[src/rtl/pixfmt_pkg.sv]
package pixfmt_pkg;

   typedef enum logic {
      LAYOUT_NARROW = 1'b0,
      LAYOUT_WIDE   = 1'b1
   } lane_layout_e;

   typedef struct packed {
      lane_layout_e layout;
      logic         swap;
      logic         slow_clk;
      logic         inv_clk;
   } pix_cfg_t;

   localparam pix_cfg_t CFG_RESET = '{
      layout:   LAYOUT_NARROW,
      swap:     1'b0,
      slow_clk: 1'b0,
      inv_clk:  1'b0
   };

endpackage

[src/rtl/pixfmt_cfg.sv]
module pixfmt_cfg
   import pixfmt_pkg::*;
#(
   parameter int          SEL_W       = 4,
   parameter int          PAD_W       = 3,
   parameter logic [SEL_W-1:0] CODE_NARROW = 4'b0011,
   parameter logic [SEL_W-1:0] CODE_WIDE   = 4'b0010,
   parameter logic [SEL_W-1:0] RSV_FIRST   = 4'b0110,
   parameter logic [PAD_W-1:0] PAD_SLOW    = 3'b101
)(
   input  logic             clk,
   input  logic             rst_n,
   input  logic             boundary,
   input  logic [SEL_W-1:0] fmt_sel,
   input  logic [PAD_W-1:0] pad_sel,
   input  logic             swap_i,
   input  logic             inv_i,
   output pix_cfg_t         cfg_d,
   output logic             err_o
);

   pix_cfg_t cfg_q;
   logic     rsv_code;
   logic     err_q;

   assign rsv_code = (fmt_sel >= RSV_FIRST);

   // the setting that governs the pixel being loaded on this edge
   always_comb begin
      cfg_d = cfg_q;
      if (boundary) begin
         if (fmt_sel == CODE_WIDE) begin
            cfg_d.layout = LAYOUT_WIDE;
         end else if (fmt_sel == CODE_NARROW) begin
            cfg_d.layout = LAYOUT_NARROW;
         end
         cfg_d.swap     = swap_i;
         cfg_d.slow_clk = (pad_sel == PAD_SLOW);
         cfg_d.inv_clk  = inv_i;
      end
   end

   always_ff @(posedge clk or negedge rst_n) begin
      if (!rst_n) begin
         cfg_q <= CFG_RESET;
         err_q <= 1'b0;
      end else begin
         cfg_q <= cfg_d;
         err_q <= err_q | rsv_code;
      end
   end

   assign err_o = err_q;

endmodule

[src/rtl/pixfmt_pair.sv]
module pixfmt_pair #(
   parameter int                DATA_W   = 8,
   parameter logic [DATA_W-1:0] BLANK_Y  = 8'h10,
   parameter logic [DATA_W-1:0] BLANK_C  = 8'h80,
   parameter bit                CB_FIRST = 1'b1
)(
   input  logic              clk,
   input  logic              rst_n,
   input  logic              load,
   input  logic              in_valid,
   input  logic [DATA_W-1:0] in_y,
   input  logic [DATA_W-1:0] in_cb,
   input  logic [DATA_W-1:0] in_cr,
   input  logic              swap_d,
   output logic [DATA_W-1:0] cap_y,
   output logic [DATA_W-1:0] cap_c
);

   logic odd_q;
   logic take;
   logic pick_cr;

   assign take = load & in_valid;

   generate
      if (CB_FIRST) begin : g_cb_lead
         assign pick_cr = odd_q ^ swap_d;
      end else begin : g_cr_lead
         assign pick_cr = ~(odd_q ^ swap_d);
      end
   endgenerate

   always_ff @(posedge clk or negedge rst_n) begin
      if (!rst_n) begin
         odd_q <= 1'b0;
      end else if (take) begin
         odd_q <= ~odd_q;
      end
   end

   always_comb begin
      if (in_valid) begin
         cap_y = in_y;
         cap_c = pick_cr ? in_cr : in_cb;
      end else begin
         cap_y = BLANK_Y;
         cap_c = BLANK_C;
      end
   end

endmodule

[src/rtl/pixfmt_lanes.sv]
module pixfmt_lanes #(
   parameter int                DATA_W  = 8,
   parameter int                LANES   = 2,
   parameter logic [DATA_W-1:0] BLANK_Y = 8'h10,
   parameter logic [DATA_W-1:0] BLANK_C = 8'h80
)(
   input  logic                    clk,
   input  logic                    rst_n,
   input  logic                    load,
   input  logic                    wide_d,
   input  logic [DATA_W-1:0]       cap_y,
   input  logic [DATA_W-1:0]       cap_c,
   output logic [LANES*DATA_W-1:0] bus_o,
   output logic [LANES-1:0]        oe_o
);

   localparam int HI = LANES - 1;

   logic [DATA_W-1:0] hold_c_q;
   logic [DATA_W-1:0] lane_q [LANES];
   logic [LANES-1:0]  oe_q;

   always_ff @(posedge clk or negedge rst_n) begin
      if (!rst_n) begin
         hold_c_q <= BLANK_C;
      end else if (load) begin
         hold_c_q <= cap_c;
      end
   end

   // upper lane: luma, then luma again (wide) or chroma (narrow)
   always_ff @(posedge clk or negedge rst_n) begin
      if (!rst_n) begin
         lane_q[HI] <= BLANK_Y;
      end else if (load) begin
         lane_q[HI] <= cap_y;
      end else if (!wide_d) begin
         lane_q[HI] <= hold_c_q;
      end
   end

   generate
      for (genvar l = 0; l < HI; l++) begin : g_low
         always_ff @(posedge clk or negedge rst_n) begin
            if (!rst_n) begin
               lane_q[l] <= BLANK_C;
               oe_q[l]   <= 1'b0;
            end else if (load) begin
               lane_q[l] <= cap_c;
               oe_q[l]   <= wide_d;
            end
         end
      end
      for (genvar l = 0; l < LANES; l++) begin : g_pack
         assign bus_o[l*DATA_W +: DATA_W] = lane_q[l];
      end
   endgenerate

   assign oe_q[HI] = 1'b1;
   assign oe_o     = oe_q;

endmodule

[src/rtl/pixfmt_clkgen.sv]
module pixfmt_clkgen (
   input  logic clk,
   input  logic rst_n,
   input  logic load,
   input  logic slow_d,
   input  logic inv_d,
   output logic lclk_o
);

   logic word_q;
   logic word_d;
   logic level;
   logic lclk_q;

   assign word_d = load ? ~word_q : word_q;
   assign level  = slow_d ? word_d : load;

   always_ff @(posedge clk or negedge rst_n) begin
      if (!rst_n) begin
         word_q <= 1'b0;
         lclk_q <= 1'b0;
      end else begin
         word_q <= word_d;
         lclk_q <= level ^ inv_d;
      end
   end

   assign lclk_o = lclk_q;

endmodule

[src/rtl/pixfmt_top.sv]
module pixfmt_top
   import pixfmt_pkg::*;
#(
   parameter int                DATA_W      = 8,
   parameter int                SEL_W       = 4,
   parameter int                PAD_W       = 3,
   parameter logic [SEL_W-1:0]  CODE_NARROW = 4'b0011,
   parameter logic [SEL_W-1:0]  CODE_WIDE   = 4'b0010,
   parameter logic [SEL_W-1:0]  RSV_FIRST   = 4'b0110,
   parameter logic [PAD_W-1:0]  PAD_SLOW    = 3'b101,
   parameter logic [DATA_W-1:0] BLANK_Y     = 8'h10,
   parameter logic [DATA_W-1:0] BLANK_C     = 8'h80,
   parameter bit                CB_FIRST    = 1'b1
)(
   input  logic                clk,
   input  logic                rst_n,
   input  logic [SEL_W-1:0]    fmt_sel,
   input  logic [PAD_W-1:0]    clk_pad_sel,
   input  logic                chroma_swap,
   input  logic                clk_invert,
   input  logic                in_valid,
   output logic                in_ready,
   input  logic [DATA_W-1:0]   in_y,
   input  logic [DATA_W-1:0]   in_cb,
   input  logic [DATA_W-1:0]   in_cr,
   output logic [2*DATA_W-1:0] pbus,
   output logic [1:0]          pbus_oe,
   output logic                lclk_o,
   output logic                fmt_err
);

   localparam int LANES = 2;

   generate
      if (DATA_W < 2) begin : g_bad_width
         $error("pixfmt_top: DATA_W must be at least 2");
      end
      if (CODE_NARROW == CODE_WIDE) begin : g_bad_codes
         $error("pixfmt_top: layout codes must differ");
      end
      if (CODE_NARROW >= RSV_FIRST || CODE_WIDE >= RSV_FIRST) begin : g_bad_rsv
         $error("pixfmt_top: layout codes fall in the reserved range");
      end
   endgenerate

   logic              chroma_slot_q;
   logic              boundary;
   pix_cfg_t          cfg_d;
   logic [DATA_W-1:0] cap_y;
   logic [DATA_W-1:0] cap_c;

   // slot 1 = chroma slot showing; the next edge starts a new pixel
   always_ff @(posedge clk or negedge rst_n) begin
      if (!rst_n) begin
         chroma_slot_q <= 1'b1;
      end else begin
         chroma_slot_q <= ~chroma_slot_q;
      end
   end

   assign boundary = chroma_slot_q;
   assign in_ready = chroma_slot_q;

   pixfmt_cfg #(
      .SEL_W       (SEL_W),
      .PAD_W       (PAD_W),
      .CODE_NARROW (CODE_NARROW),
      .CODE_WIDE   (CODE_WIDE),
      .RSV_FIRST   (RSV_FIRST),
      .PAD_SLOW    (PAD_SLOW)
   ) u_cfg (
      .clk      (clk),
      .rst_n    (rst_n),
      .boundary (boundary),
      .fmt_sel  (fmt_sel),
      .pad_sel  (clk_pad_sel),
      .swap_i   (chroma_swap),
      .inv_i    (clk_invert),
      .cfg_d    (cfg_d),
      .err_o    (fmt_err)
   );

   pixfmt_pair #(
      .DATA_W   (DATA_W),
      .BLANK_Y  (BLANK_Y),
      .BLANK_C  (BLANK_C),
      .CB_FIRST (CB_FIRST)
   ) u_pair (
      .clk      (clk),
      .rst_n    (rst_n),
      .load     (boundary),
      .in_valid (in_valid),
      .in_y     (in_y),
      .in_cb    (in_cb),
      .in_cr    (in_cr),
      .swap_d   (cfg_d.swap),
      .cap_y    (cap_y),
      .cap_c    (cap_c)
   );

   pixfmt_lanes #(
      .DATA_W  (DATA_W),
      .LANES   (LANES),
      .BLANK_Y (BLANK_Y),
      .BLANK_C (BLANK_C)
   ) u_lanes (
      .clk    (clk),
      .rst_n  (rst_n),
      .load   (boundary),
      .wide_d (cfg_d.layout == LAYOUT_WIDE),
      .cap_y  (cap_y),
      .cap_c  (cap_c),
      .bus_o  (pbus),
      .oe_o   (pbus_oe)
   );

   pixfmt_clkgen u_clk (
      .clk    (clk),
      .rst_n  (rst_n),
      .load   (boundary),
      .slow_d (cfg_d.slow_clk),
      .inv_d  (cfg_d.inv_clk),
      .lclk_o (lclk_o)
   );

endmodule

[config.mk]
export PLATFORM = sky130hd
export DESIGN_NAME = pixfmt_top
export DESIGN_NICKNAME = d
export VERILOG_FILES = /design/src/rtl/pixfmt_pkg.sv /design/src/rtl/pixfmt_cfg.sv /design/src/rtl/pixfmt_pair.sv /design/src/rtl/pixfmt_lanes.sv /design/src/rtl/pixfmt_clkgen.sv /design/src/rtl/pixfmt_top.sv
export SDC_FILE = /design/constraint.sdc
export NUM_CORES = 1
export LEC_CHECK = 0
export ABC_AREA = 1
export BUFFER_PORTS_ARGS = -buffer_cell sky130_fd_sc_hd__buf_2
export CAP_MARGIN = 0
export CORE_MARGIN = 2
export CORE_UTILIZATION = 49
export DETAILED_ROUTE_END_ITERATION = 10
export PLACE_DENSITY = 0.91
export SYNTH_ARGS = -nofsm -noshare
export SYNTH_HDL_FRONTEND = slang
export SYNTH_SLANG_ARGS = --single-unit
[constraint.sdc]
create_clock -name clk -period 3.6 [get_ports clk]
set_clock_uncertainty 0.2 [all_clocks]
set_input_delay 0.72 -clock clk [delete_from_list [all_inputs] [get_ports clk]]
set_output_delay 0.72 -clock clk [all_outputs]
set_load 0.01 [all_outputs]
After elaboration in Yosys (flattened, before gate mapping)
Index checks and enable logic that the tools add are counted.
W data, S select, Z words.

word-level totals
  latch bits = 0
  memories = 0
  register bits = 26
  bits in read-only memories = 0
  word-level logic and storage cells = 34
  memory bits (writable) = 0
  output and inout bits = 21

operators by class
  $add $sub $neg = 0
  bitwise operators = 7
  shift-type cells = 0
  muxes and demuxes = 10
  reduce and logical (&&, ||, !) cells = 0
  magnitude comparators = 1
  eq/ne operators = 4
  divide/modulo/power cells = 0
  $mul = 0

operator list
  kind                  count
  $mux W8               5
  $eq A4 B2 Y1 const B  2
  $ge A4 B3 Y1 const B  1
  $mux W1               4
  $mux W4               1
  $eq A3 B3 Y1 const B  1
  $not A1 Y1            3
  $ne A2 B2 Y1 const B  1
  $xor A1 B1 Y1         2
  $and A1 B1 Y1         1
  $or A1 B1 Y1          1

Depth between registers and ports, before layout
  depth after elaboration = 7
  depth in mapped cells = 8
  gate-level depth less buffers = 8

Hierarchy
A second synthesis with hierarchy kept.

second synthesis, totals
  cell total of the unflattened synthesis = 197
  area, all modules = 1505.2 um^2

modules (own cells, without submodules)
  module         times used  area each (um^2)  cells each
  pixfmt_lanes   1           823.3             84
  pixfmt_pair    1           300.3             66
  pixfmt_cfg     1           234.0             27
  pixfmt_clkgen  1           117.6             18
  pixfmt_top     1           30.0              2

Worst setup path after synthesis
No wires, ideal clock.

  path kind = input -> register
  from = in chroma_swap
  to = reg u_lanes.hold_c_q[1]
  setup time = 127 ps
  path slack = 1989 ps
  buffers on the path = 1
  arrival = 1284 ps
  stages = 5
  cells stage by stage = nand2_1 -> nand3_4 -> buf_6 -> a21oi_1 -> o21ai_0

on the way
  word-level cells in the longest chain between the ends = 4

ends and longest elaborated chain
  what                  line                text
  from (decl)           pixfmt_top.sv:19    input logic chroma_swap,
  $mux W4               pixfmt_cfg.sv:31    if (boundary) begin
  $xor A1 B1 Y1         pixfmt_pair.sv:27   assign pick_cr = odd_q ^ swap_d;
  $mux W8               pixfmt_pair.sv:44   cap_c = pick_cr ? in_cr : in_cb;
  $mux W8               pixfmt_pair.sv:42   if (in_valid) begin
  to (signal assigned)  pixfmt_lanes.sv:27  hold_c_q <= cap_c;
  to (decl)             pixfmt_lanes.sv:19  logic [DATA_W-1:0] hold_c_q;

Every way passes these cells.
A chain may end at the register's enable or synchronous reset.

Worst setup path in the final report
  from = reg chroma_slot_q, in the netlist in_ready
  to = out in_ready

RTL lines
  what                    line              text
  from (decl)             pixfmt_top.sv:46  logic chroma_slot_q;
  from (signal assigned)  pixfmt_top.sv:57  chroma_slot_q <= ~chroma_slot_q;
  to (decl)               pixfmt_top.sv:22  output logic in_ready,

No word-level cell between the ends.

==> flow_metrics.tcl <==
set metrics [dict create \
    status "completed" \
    cts_root_buffer "clkbuf_4" \
    hold_viol_final 0 \
    wl_met1_mm 1.20 \
    cts_tree "done" \
    num_rows 18 \
    slew_viol_final 0 \
    place_hpwl_mm 2.03 \
    fp.coreArea_um2 2450 \
    cts_sinks 26 \
    drtAntennaViolNets 0 \
    viasPerCell 5.06 \
    setup_viol 0 \
    fill_cells 214 \
    overflow 0 \
    wl_met3_um 128 \
    io_pins 57 \
    syn_area_um2 1270 \
    nNetsFinal 226 \
    cp_cell_sequence "buf_2" \
    worst-path-max-fanout 14 \
    cts_buffer_depth 2 \
    avgRoutedWirePerCell_um 12.2 \
    die_y_um 54.9 \
    top_layer_used "met4" \
    cp.buffers_inverters 1 \
    cpMaxStageDelayCell "dfstp_2" \
    regToRegSetupSlack_ps 1660 \
    first_pass_iters 4 \
    critPathKind "reg2out" \
    first_global_vias 1011 \
    synth_seq_area_share 0.516 \
    grt.total_usage 0.201 \
    syn_nets 173 \
    crit_path_end_kind "output pin" \
    path_delay_family "flip-flops" \
    synth.avg_cell_area_um2 9.25 \
    drc 0 \
    vias 1108 \
    cts_resized 0 \
    area_growth_pct 22.4 \
    diodes 0 \
    h-tree-depth 1 \
    ys_ff_latch 26 \
    maxSlewHeadroom 0.622 \
    ir_drop_mv 0.333 \
    synth_edf_count 0 \
    synth-main-ff-cell "dfrtp_1" \
    numCtsBuffers 3 \
    min_period_ps 2170 \
    clk_pin_slew_ps 140 \
    start_util 0.516 \
    drive_gt1_frac 0.370 \
    cp-start-kind "register" \
    utilization 0.632 \
    drv_cap 0 \
    grt_pass1_wl_mm 4.27 \
    rsz0062_at_grt "false" \
    async_reset_ff_frac 1.00 \
    critPathRequiredTime_ps 2680 \
    slowest_delay_ps 740 \
    hold_buffers 0 \
    insertion_delay_ps 320 \
    p_per_area_nw_per_um2 471 \
    fin_crit_sh 0.604 \
    gp_congestion 0.777 \
    yosys_warnings 0 \
    layout_commonest_cell "buf_2" \
    leakagePower_nw 0.817 \
    wl_met2_mm 1.31 \
    dieArea_um2 3010 \
    wl_mm 2.68 \
    tightest_slew_ps 567 \
    die_w_um 54.9 \
    arrival_ps 1250 \
    layout_common_cells "55 x buf_2, 40 x nand2_1, 23 x dfrtp_1, 9 x nand3b_1, 8 x nor2_1" \
    max_freq_mhz 460 \
    syn_inst 137 \
    postCtsSetupBuffers 0 \
    drt-initial-drc-count 10 \
    setup_tns_ps 0 \
    hold_path_class "in2async" \
    antenna_found_initial 0 \
    yosysUniqueCellTypes 25 \
    grt_max_degree 27 \
    port_buffers 55 \
]
## final cells by class
class	count	area (um2)	area share
Multi-Input combinational cell	98	526	0.339
Timing Repair Buffer	55	275	0.177
Clock buffer	4	36.3	0.0234
Tap cell	30	37.5	0.0242
Inverter	6	22.5	0.0145
Sequential cell	26	654	0.422
## logic make-up after synthesis
kind of cell,count (synthesis),synth area share
AOI/OAI and AO/OA,26,0.119
and+or+nand+nor,68,0.266
DFF,26,0.516
other,1,0.00296
xor gates and xnor gates,3,0.0267
buffers and inverters,13,0.0691
## metrics by stage
step                      hold slack, ps  total power, W  instances  area (um2)  setup slack [ps]
after global placement               244        0.000584        215        1520              1770
after global routing                 192        0.000778        219        1550              1380
after CTS                            178        0.000735        219        1550              1430
final                                161        0.000731        219        1550              1430
after detailed placement             248        0.000588        215        1520              1710
after floorplan                      224        0.000514        137        1270              1990
## layer usage
layer / up-vias / global-route usage
met5: - / 0
met4: 0 / 0.0958
met3: 4 / 0.0273
met2: 32 / 0.329
met1: 508 / 0.261
li1: 564 / -
## where the power goes
group | switching (W) | internal (W) | total, W
Clock | 0.0000890 | 0.0000619 | 0.000151
Combinational | 0.000116 | 0.0000843 | 0.000200
Sequential | 0.0000342 | 0.000346 | 0.000380
## Yosys cell counts, types with 2 or more instances
cell type | instances | area (um2)
nand2_2 | 2 | 12.5
buf_6 | 4 | 45.0
nand3_4 | 2 | 35.0
a21oi_1 | 7 | 35.0
dfstp_2 | 3 | 78.8
o21ai_1 | 7 | 35.0
a31oi_1 | 7 | 43.8
dfrtp_1 | 23 | 576
nand3_1 | 6 | 30.0
buf_4 | 2 | 15.0
inv_2 | 2 | 7.51
nand3b_1 | 9 | 67.6
nand2_1 | 40 | 150
inv_1 | 4 | 15.0
nor2_1 | 8 | 30.0
xor2_1 | 2 | 17.5
## registers in the layout (all words and copies together) (netlist names)
name and count:
in_ready 1, u_cfg.cfg_q 4, u_cfg.err_o 1, u_clk.lclk_o 1, u_clk.word_q 1, u_lanes.bus_o 8
u_lanes.hold_c_q 8, u_lanes.oe_o 1, u_pair.odd_q 1
## final timing paths
check | startpoint | endpoint | depth (start not counted)
min in group clk | u_cfg.err_o | u_cfg.err_o | 1
max in group asynchronous | rst_n | u_lanes.hold_c_q[7] | 1
max | in_ready | in_ready | 1
min | rst_n | u_lanes.bus_o[14] | 1
min reg2reg | u_cfg.err_o | u_cfg.err_o | 1
max reg2reg | in_ready | u_cfg.cfg_q[3] | 4
Power figures use the tool's default switching activity.
